[src/rtl/tlb_pkg.sv]
package tlb_pkg;
  localparam int TLB_VA_W   = 32;
  localparam int TLB_ASID_W = 8;
  localparam int TLB_VPN_W  = 21;  // va[31:11]
  localparam int TLB_PFN_W  = 22;  // pa[31:10]
  localparam int TLB_PSZ_W  = 3;

  typedef struct packed {
    logic [TLB_VPN_W-1:0]  vpn;
    logic [TLB_ASID_W-1:0] asid;
    logic                  glob;
    logic [TLB_PSZ_W-1:0]  psz;
    logic [TLB_PFN_W-1:0]  pfn0;
    logic [TLB_PFN_W-1:0]  pfn1;
    logic                  v0;
    logic                  v1;
    logic                  d0;
    logic                  d1;
  } tlb_ent_t;

  // offset width in bits for a size code
  function automatic logic [4:0] off_bits(input logic [TLB_PSZ_W-1:0] code);
    case (code)
      3'd0:    return 5'd10;
      3'd1:    return 5'd12;
      3'd2:    return 5'd14;
      3'd3:    return 5'd16;
      default: return 5'd18;
    endcase
  endfunction
endpackage

[src/rtl/tlb_way_match.sv]
module tlb_way_match
  import tlb_pkg::*;
(
  input  logic                  used,
  input  tlb_ent_t              ent,
  input  logic [TLB_VA_W-1:0]   va,
  input  logic [TLB_ASID_W-1:0] asid,
  output logic                  hit,
  output logic                  odd,
  output logic [TLB_VA_W-1:0]   off_mask
);
  logic [4:0]           k;
  logic [TLB_VPN_W-1:0] cmp_mask;
  logic                 tag_eq;
  logic                 id_ok;

  always_comb begin
    k        = off_bits(ent.psz);
    off_mask = (32'h1 << k) - 32'h1;
    // compare only va bits above k, i.e. tag bits from index k-10 upward
    cmp_mask = {TLB_VPN_W{1'b1}} << (k - 5'd10);
    tag_eq   = ((ent.vpn ^ va[TLB_VA_W-1:11]) & cmp_mask) == '0;
    id_ok    = ent.glob | (ent.asid == asid);
    hit      = used & tag_eq & id_ok;
    odd      = va[k];
  end
endmodule

[src/rtl/tlb_rand_ctr.sv]
module tlb_rand_ctr #(
  parameter int ENTRIES = 32,
  parameter int FLOOR   = 8,
  localparam int IDX_W  = $clog2(ENTRIES)
) (
  input  logic             clk,
  input  logic             rst,
  output logic [IDX_W-1:0] idx
);
  localparam logic [IDX_W-1:0] TOP = IDX_W'(ENTRIES - 1);
  localparam logic [IDX_W-1:0] BOT = IDX_W'(FLOOR);

  always_ff @(posedge clk) begin
    if (rst)             idx <= TOP;
    else if (idx == BOT) idx <= TOP;
    else                 idx <= idx - 1'b1;
  end
endmodule

[src/rtl/pair_tlb.sv]
module pair_tlb
  import tlb_pkg::*;
#(
  parameter int ENTRIES    = 32,
  parameter int RAND_FLOOR = 8,
  localparam int IDX_W     = $clog2(ENTRIES)
) (
  input  logic                  clk,
  input  logic                  rst,
  input  logic                  lk_valid,
  input  logic [TLB_VA_W-1:0]   lk_va,
  input  logic [TLB_ASID_W-1:0] lk_asid,
  input  logic                  lk_store,
  input  logic                  wr_en,
  input  logic                  wr_rand,
  input  logic [IDX_W-1:0]      wr_idx,
  input  logic [TLB_VPN_W-1:0]  wr_vpn,
  input  logic [TLB_ASID_W-1:0] wr_asid,
  input  logic                  wr_glob,
  input  logic [TLB_PSZ_W-1:0]  wr_psz,
  input  logic [TLB_PFN_W-1:0]  wr_pfn0,
  input  logic [TLB_PFN_W-1:0]  wr_pfn1,
  input  logic                  wr_v0,
  input  logic                  wr_v1,
  input  logic                  wr_d0,
  input  logic                  wr_d1,
  output logic                  rsp_valid,
  output logic                  rsp_hit,
  output logic [TLB_VA_W-1:0]   rsp_pa,
  output logic                  rsp_miss,
  output logic                  rsp_invalid,
  output logic                  rsp_modified,
  output logic                  tlb_shutdown
);
  tlb_ent_t             tbl [ENTRIES];
  logic [ENTRIES-1:0]   used;
  logic [IDX_W-1:0]     rnd_idx;
  logic [IDX_W-1:0]     wr_slot;

  logic [ENTRIES-1:0]   way_hit;
  logic [ENTRIES-1:0]   way_odd;
  logic [TLB_VA_W-1:0]  way_om [ENTRIES];

  logic [TLB_PFN_W-1:0] sel_pfn;
  logic [TLB_VA_W-1:0]  sel_om;
  logic                 sel_v, sel_d;
  logic                 any_hit, multi, bypass;
  logic [TLB_VA_W-1:0]  map_pa;

  tlb_rand_ctr #(.ENTRIES(ENTRIES), .FLOOR(RAND_FLOOR)) u_rand (
    .clk(clk), .rst(rst), .idx(rnd_idx)
  );

  assign wr_slot = wr_rand ? rnd_idx : wr_idx;

  // entry storage: no reset on the payload so it can map to RAM
  always_ff @(posedge clk) begin
    if (wr_en)
      tbl[wr_slot] <= '{vpn: wr_vpn, asid: wr_asid, glob: wr_glob, psz: wr_psz,
                        pfn0: wr_pfn0, pfn1: wr_pfn1,
                        v0: wr_v0, v1: wr_v1, d0: wr_d0, d1: wr_d1};
  end

  always_ff @(posedge clk) begin
    if (rst)        used <= '0;
    else if (wr_en) used[wr_slot] <= 1'b1;
  end

  for (genvar g = 0; g < ENTRIES; g++) begin : g_way
    tlb_way_match u_match (
      .used(used[g]), .ent(tbl[g]), .va(lk_va), .asid(lk_asid),
      .hit(way_hit[g]), .odd(way_odd[g]), .off_mask(way_om[g])
    );
  end

  always_comb begin
    sel_pfn = '0;
    sel_om  = '0;
    sel_v   = 1'b0;
    sel_d   = 1'b0;
    for (int i = 0; i < ENTRIES; i++) begin
      if (way_hit[i]) begin
        sel_pfn |= way_odd[i] ? tbl[i].pfn1 : tbl[i].pfn0;
        sel_v   |= way_odd[i] ? tbl[i].v1   : tbl[i].v0;
        sel_d   |= way_odd[i] ? tbl[i].d1   : tbl[i].d0;
        sel_om  |= way_om[i];
      end
    end
    any_hit = |way_hit;
    multi   = |(way_hit & (way_hit - ENTRIES'(1)));
    bypass  = lk_va[31:30] == 2'b10;
    map_pa  = ({sel_pfn, 10'b0} & ~sel_om) | (lk_va & sel_om);
  end

  always_ff @(posedge clk) begin
    if (rst) begin
      rsp_valid    <= 1'b0;
      rsp_hit      <= 1'b0;
      rsp_pa       <= '0;
      rsp_miss     <= 1'b0;
      rsp_invalid  <= 1'b0;
      rsp_modified <= 1'b0;
      tlb_shutdown <= 1'b0;
    end else begin
      rsp_valid    <= lk_valid;
      rsp_hit      <= 1'b0;
      rsp_pa       <= '0;
      rsp_miss     <= 1'b0;
      rsp_invalid  <= 1'b0;
      rsp_modified <= 1'b0;
      if (lk_valid) begin
        if (bypass) begin
          rsp_hit <= 1'b1;
          rsp_pa  <= {3'b000, lk_va[28:0]};
        end else if (tlb_shutdown || multi || !any_hit) begin
          rsp_miss <= 1'b1;
          if (multi) tlb_shutdown <= 1'b1;
        end else if (!sel_v) begin
          rsp_invalid <= 1'b1;
        end else if (lk_store && !sel_d) begin
          rsp_modified <= 1'b1;
        end else begin
          rsp_hit <= 1'b1;
          rsp_pa  <= map_pa;
        end
      end
    end
  end
endmodule

[config.mk]
export PLATFORM = sky130hd
export DESIGN_NAME = pair_tlb
export DESIGN_NICKNAME = d
export VERILOG_FILES = /design/src/rtl/tlb_pkg.sv /design/src/rtl/tlb_way_match.sv /design/src/rtl/tlb_rand_ctr.sv /design/src/rtl/pair_tlb.sv
export SDC_FILE = /design/constraint.sdc
export NUM_CORES = 2
export LEC_CHECK = 0
export BUFFER_PORTS_ARGS = -buffer_cell sky130_fd_sc_hd__buf_2
export CAP_MARGIN = 10
export CORE_MARGIN = 2
export CORE_UTILIZATION = 35
export DETAILED_ROUTE_END_ITERATION = 8
export SYNTH_ARGS = -nofsm -noshare
export SYNTH_HDL_FRONTEND = slang
export SYNTH_SLANG_ARGS = --single-unit
[constraint.sdc]
create_clock -name clk -period 9.5 [get_ports clk]
set_input_delay 0.475 -clock clk [delete_from_list [all_inputs] [get_ports clk]]
set_output_delay 0.475 -clock clk [all_outputs]
set_load 0.1 [all_outputs]
# After elaboration in Yosys (flattened, before gate mapping)

Memories as Yosys holds them, arrays and structs flattened.
Cells that the tools add are included.
W data, S select, Z words.

Shift-type cells: 64
$lt $le $gt $ge: 34
Add/subtract/negate cells: 66
Bitwise logic cells: 293
Reduce and logical (&&, ||, !) cells: 79
Eq/ne operators: 130
Multiplexer cells: 336

Operator list:

| kind                    | number |
|---|---|
| $mux W22                | 64 |
| $or A32 B32 Y32         | 33 |
| $sub A32 B1 Y32 const B | 33 |
| $mux W32                | 32 |
| $shl A1 B5 Y32 const A  | 32 |
| $or A22 B22 Y22         | 31 |
| $and A21 B21 Y21        | 32 |
| $logic_not A21 Y1       | 32 |
| $shl A21 B5 Y21 const A | 32 |
| $xor A21 B21 Y21        | 32 |
| $pmux W5 S4             | 32 |
| $eq A8 B8 Y1            | 32 |
| $lt A5 B6 Y1 const B    | 33 |
| $eq A3 B2 Y1 const B    | 64 |
| $mux W1                 | 170 |
| $bmux W1 S5             | 32 |
| $sub A5 B4 Y5 const B   | 32 |
| $mux W29                | 4 |
| $and A32 B32 Y32        | 3 |
| $eq A3 B1 Y1 const B    | 32 |
| $logic_not A3 Y1        | 32 |
| $or A1 B1 Y1            | 94 |
| $and A1 B1 Y1           | 64 |
| $reduce_or A32 Y1       | 2 |
| other kinds (17)        | 23 |

Memories: 1
Memory bits (writable): 2,592
Bits in registers: 75
Output and inout port bits: 38
Logic and storage cells: 1,013

Memory list:

| memory | depth | width | rd ports | clocked after Yosys merged registers in | write ports | RTL line       | RTL |
|---|---|---|---|---|---|---|---|
| tbl    | 32    | 81    | 32       | 0                                       | 1           | pair_tlb.sv:35 | `tlb_ent_t tbl [ENTRIES];` |

# Depth between registers and ports, before layout

An unclocked memory read counts as a cell.

Depth in word-level cells: 79
Mapped depth: 18

# Modules after synthesis

From an unflattened synthesis, not the netlist that was laid out.

Cells, all modules: 8,725
Area, all modules: 126,369.9 um^2

By module, submodules not included:

| module                                 | cells an instance | area an instance (um^2) | instances |
|---|---|---|---|
| pair_tlb                               | 5,245             | 99,529.2                | 1 |
| tlb_way_match at g_way[16].u_match ... | 108               | 839.6                   | 23 |
| tlb_way_match at g_way[0].u_match ...  | 108               | 815.8                   | 8 |
| tlb_way_match at g_way[9].u_match      | 111               | 800.8                   | 1 |
| tlb_rand_ctr                           | 21                | 203.9                   | 1 |

# Worst setup path before layout

Ideal clock, no wire load.

Kind: input-to-reg
Start: input port wr_rand
End: memory tbl[23][0] (netlist name), enable pin
Setup slack: 4.210 ns
Stages on the path: 6
Data arrival time: 4.767 ns
Path through: clkbuf_1 -> clkbuf_1 -> nand3_1 -> o21ai_0 -> nand2_1 -> nor2_1

Longest elaborated chain between the ends: 1

Ends and longest elaborated chain:

| element     | RTL line       | RTL |
|---|---|---|
| from (decl) | pair_tlb.sv:15 | `input logic wr_rand,` |
| $mux W5     | pair_tlb.sv:54 | `assign wr_slot = wr_rand ? rnd_idx : wr_idx;` |
| to (decl)   | pair_tlb.sv:35 |  |

No other way between the ends.

# Worst setup path in the final report

Start: input port lk_va[28]
End: register rsp_pa[28]

Longest elaborated chain between the ends: 75

Ends and longest elaborated chain:

| element                    | RTL line            | RTL |
|---|---|---|
| from (decl)                | pair_tlb.sv:11      | `input logic [TLB_VA_W-1:0] lk_va,` |
| $xor A21 B21 Y21           | tlb_way_match.sv:22 | `tag_eq = ((ent.vpn ^ va[TLB_VA_W-1:11]) & cmp_mask) == '0;` |
| $and A21 B21 Y21           | tlb_way_match.sv:22 |  |
| $logic_not A21 Y1          | tlb_way_match.sv:22 |  |
| $and A1 B1 Y1 (2 in a row) | tlb_way_match.sv:24 | `hit = used & tag_eq & id_ok;` |
| $mux W32                   | pair_tlb.sv:82      | `if (way_hit[i]) begin` |
| $or A32 B32 Y32            | pair_tlb.sv:86      | `sel_om \|= way_om[i];` |
| $mux W32                   | pair_tlb.sv:82      |  |
| $or A32 B32 Y32            | pair_tlb.sv:86      |  |
| [... 58 more ...]          | --                  |  |
| $mux W32                   | pair_tlb.sv:82      |  |
| $not A32 Y32               | pair_tlb.sv:92      | `map_pa = ({sel_pfn, 10'b0} & ~sel_om) \| (lk_va & sel_om);` |
| $and A32 B32 Y32           | pair_tlb.sv:92      |  |
| $or A32 B32 Y32            | pair_tlb.sv:92      |  |
| $mux W29                   | pair_tlb.sv:120     | `end else if (lk_store && !sel_d) begin` |
| $mux W29                   | pair_tlb.sv:118     | `end else if (!sel_v) begin` |
| $mux W29                   | pair_tlb.sv:115     | `end else if (tlb_shutdown \|\| multi \|\| !any_hit) begin` |
| $mux W29 *                 | pair_tlb.sv:112     | `if (bypass) begin` |
| to (signal assigned)       | pair_tlb.sv:114     | `rsp_pa <= {3'b000, lk_va[28:0]};` |
| to (signal assigned)       | pair_tlb.sv:124     | `rsp_pa <= map_pa;` |
| to (decl)                  | pair_tlb.sv:29      | `output logic [TLB_VA_W-1:0] rsp_pa,` |

Every way passes the cells marked *; elsewhere a longest branch is shown, timed or not. The select of a mux whose other input is x is not followed.
A chain may end at the register's enable or synchronous reset.

==> impl_results.md <==
- IO Count: 170
- Post-Synth Adder-Cell Area: 0.775%
- Remaining antenna violation count: 0
- First-pass DRT Iterations: 6
- Die area: 0.320 mm²
- TritonCTS buffer count: 283
- Reg2reg setup slack: 3740 ps
- Die Width: 566 µm
- Leading register cell type out of synthesis: edfxtp_1
- Syn-to-layout area delta: 14.0%
- DR WL/cell: 34.5 µm
- Yosys reg bits: 2,667
- Largest net degree at the start of global routing: 83
- DRC: 0
- Starting DRC count in detailed routing: 9,429
- Count leader, synth: edfxtp_1
- Mapped cell area: 0.110 mm²
- Post-synth EDFFs: 2,592
- Req. time, crit path: 10,290 ps
- Leading area contributor after synthesis: edfxtp_1
- Post-cts sizing count: 0
- Slew HR: 12.7%
- Worst-case clock buffer depth: 4
- Top post-synthesis cells by area: edfxtp_1, mux2i_1, xor2_1
- Total Power: 25,100 µW
- Root Driver: clkbuf_16
- Clock-pin slew of the registers on the worst-case setup and hold paths: 70 ps
- Vias: 67.1k
- Sequential share of the synthesized area: 71.9%
- Share of cells above drive strength 1: 12.7%
- Pwr/cell area: 200 mW/mm²
- Netlist cell types: 76
- Slew @ Worst Pin: 1300 ps
- Worst Path Max Fanout: 32
- Final setup margin: 3710 ps
- Max Slew Vio Count: 0
- Clock Latency Late Sink: 920 ps
- R2r worst-path depth: 13
- Post-Place Setup Slack: 3110 ps
- LEAKAGE: 0.0424 µW
- Synth top area share: 70.5%
- Setup Skew: 83.7 ps
- Post-DP HPWL: 243,000 µm
- Outcome: finished clean
- Total gr overflow: 0
- First-pass GRT wire length: 534,000 µm
- CP Class: in -> reg
- Startpoint Class: input port
- Worst setup EP type: flop
- RSZ-0062 raised after global routing: no
- Max Cap Violations: 0
- Number of port buffers: 169
- Post-synthesis compound-gate area fraction: 4.37%
- WHS Path Cells: 1
- Worst hold-check path type: in -> reg
- Mux contribution to synthesized area: 8.16%
- Post-Synth XOR/XNOR Area: 7.39%
- Clock Sink Count: 2,667
- Avg Cell Area, Syn: 16.4 µm²
- Simple-gate share of the synthesized area: 5.35%
- Vias in the first global route: 63.5k
- Drt via density: 5.81
- Final hold violation count: 0
- Endpoints failing setup: 0
- Final setup TNS: 0 ps
- Core area: 0.314 mm²
- Peak supply drop: 0.000157 V
- Final net count: 7,345
- H-tree depth: 5
- Worst Path Arrival: 6580 ps
- Crit path time final: 5790 ps
- CTS tree: built
- Top cells by count, synth: edfxtp_1, mux2i_1, xor2_1
- Die extent in y: 566 µm
- Syn Inst Count: 6,742
- Num rows: 206
- Routed Wire Length: 398,000 µm
- FFs w/ async S/R, synth: 0%
- Main combinational cell family by area after synthesis: multiplexers
- GRT Total Usage: 24.2%
- Fin crit share: 61.0%
- Gpl congestion: 0.955
- Initial antenna violation count: 43
- Fmax: 173 MHz
- Yosys warns: 0
- Initial core utilization: 35.1%
## flip-flops by register name (all words and copies together), names as in the netlist
register	count
rsp_hit	1
rsp_invalid	1
rsp_miss	1
rsp_modified	1
rsp_pa	32
rsp_valid	1
tbl	2592
tlb_shutdown	1
u_rand.idx	5
used	32
## final timing paths
kind | end | start
setup / recovery | rsp_pa[28]$_SDFF_PP0_ | lk_va[28]
hold / removal | tbl[13][16]$_DFFE_PP_ | wr_pfn1[12]
setup reg to reg | rsp_pa[28]$_SDFF_PP0_ | tbl[4][49]$_DFFE_PP_
hold reg to reg | u_rand.idx[0]$_SDFF_PP1_ | u_rand.idx[0]$_SDFF_PP1_
## per-layer routing
layer,vias up,global-route usage (%),wire (µm)
met1,35000,31.6,151000
li1,27100,-,-
met4,22,10.2,19300
met2,4147,39.3,186000
met3,806,5.05,41500
met5,-,0,125
## placed cells by master (no fill, tap or decap), drive strengths merged, types with 56 or more instances in the layout
| cell | n |
|---|---|
| a21oi | 73 |
| nor3 | 115 |
| and4 | 56 |
| nor4 | 192 |
| o22ai | 418 |
| xnor2 | 264 |
| edfxtp | 2592 |
| nand4 | 112 |
| clkbuf | 363 |
| clkinv | 107 |
| nand3 | 110 |
| buf | 388 |
| o21ai | 91 |
| mux2i | 802 |
| conb | 64 |
| xor2 | 667 |
| inv | 82 |
| nor2 | 331 |
| ha | 66 |
| dfxtp | 75 |
## critical path, stage by stage
cell and delay, ps:
buf_2 100, buf_4 650, xor2_1 160, nor4_1 1100, nand4_1 160, or4_2 1070
buf_4 430, o22ai_1 220, nor2_1 70, nand4_1 140, nor3_1 150, nor4_4 810
a21oi_4 470, nor4_1 410
## what timing repair did
item,CTS,global route
hold buffers,9,0
endpoints found under the hold margin,9,0
buffers inserted,0,0
## area by class of cell
class                           count  area [µm²]
Fill cell                       28600      189000
Sequential cell                  2667       79300
Multi-Input combinational cell   3725       29500
Clock buffer                      363        7620
Tap cell                         4160        5200
Timing Repair Buffer              397        2660
Clock inverter                    140        1280
Inverter                           73         274
Antenna cell                       19        47.5
## logic make-up after synthesis
kind of cell / after synthesis
compound gates: 752
xor+xnor: 931
fa+ha+maj: 69
buf+inv: 413
flops: 2667
mux: 835
other cells: 1
simple gates: 1074
## where the power goes
group | internal [µW] | switching, µW | leakage (µW)
sequential | 13000 | 30.6 | 0.0239
clock | 6180 | 4660 | 0.00434
combinational | 333 | 935 | 0.0141
total | 19500 | 5620 | 0.0424
## metrics by stage
stage | area [µm²] | util, % | hold slack (ps) | std cells
6_report | 126000 | 40.0 | 96.7 | 11500
4_1_cts | 126000 | 40.0 | 64.0 | 11500
3_3_place_gp | 117000 | 37.1 | 412 | 11000
2_1_floorplan | 111000 | - | 392 | 6805
5_1_grt | 126000 | 40.0 | 98.0 | 11500
3_5_place_dp | 117000 | 37.1 | 423 | 11000
Note: power is estimated with default switching activity, not from simulation.
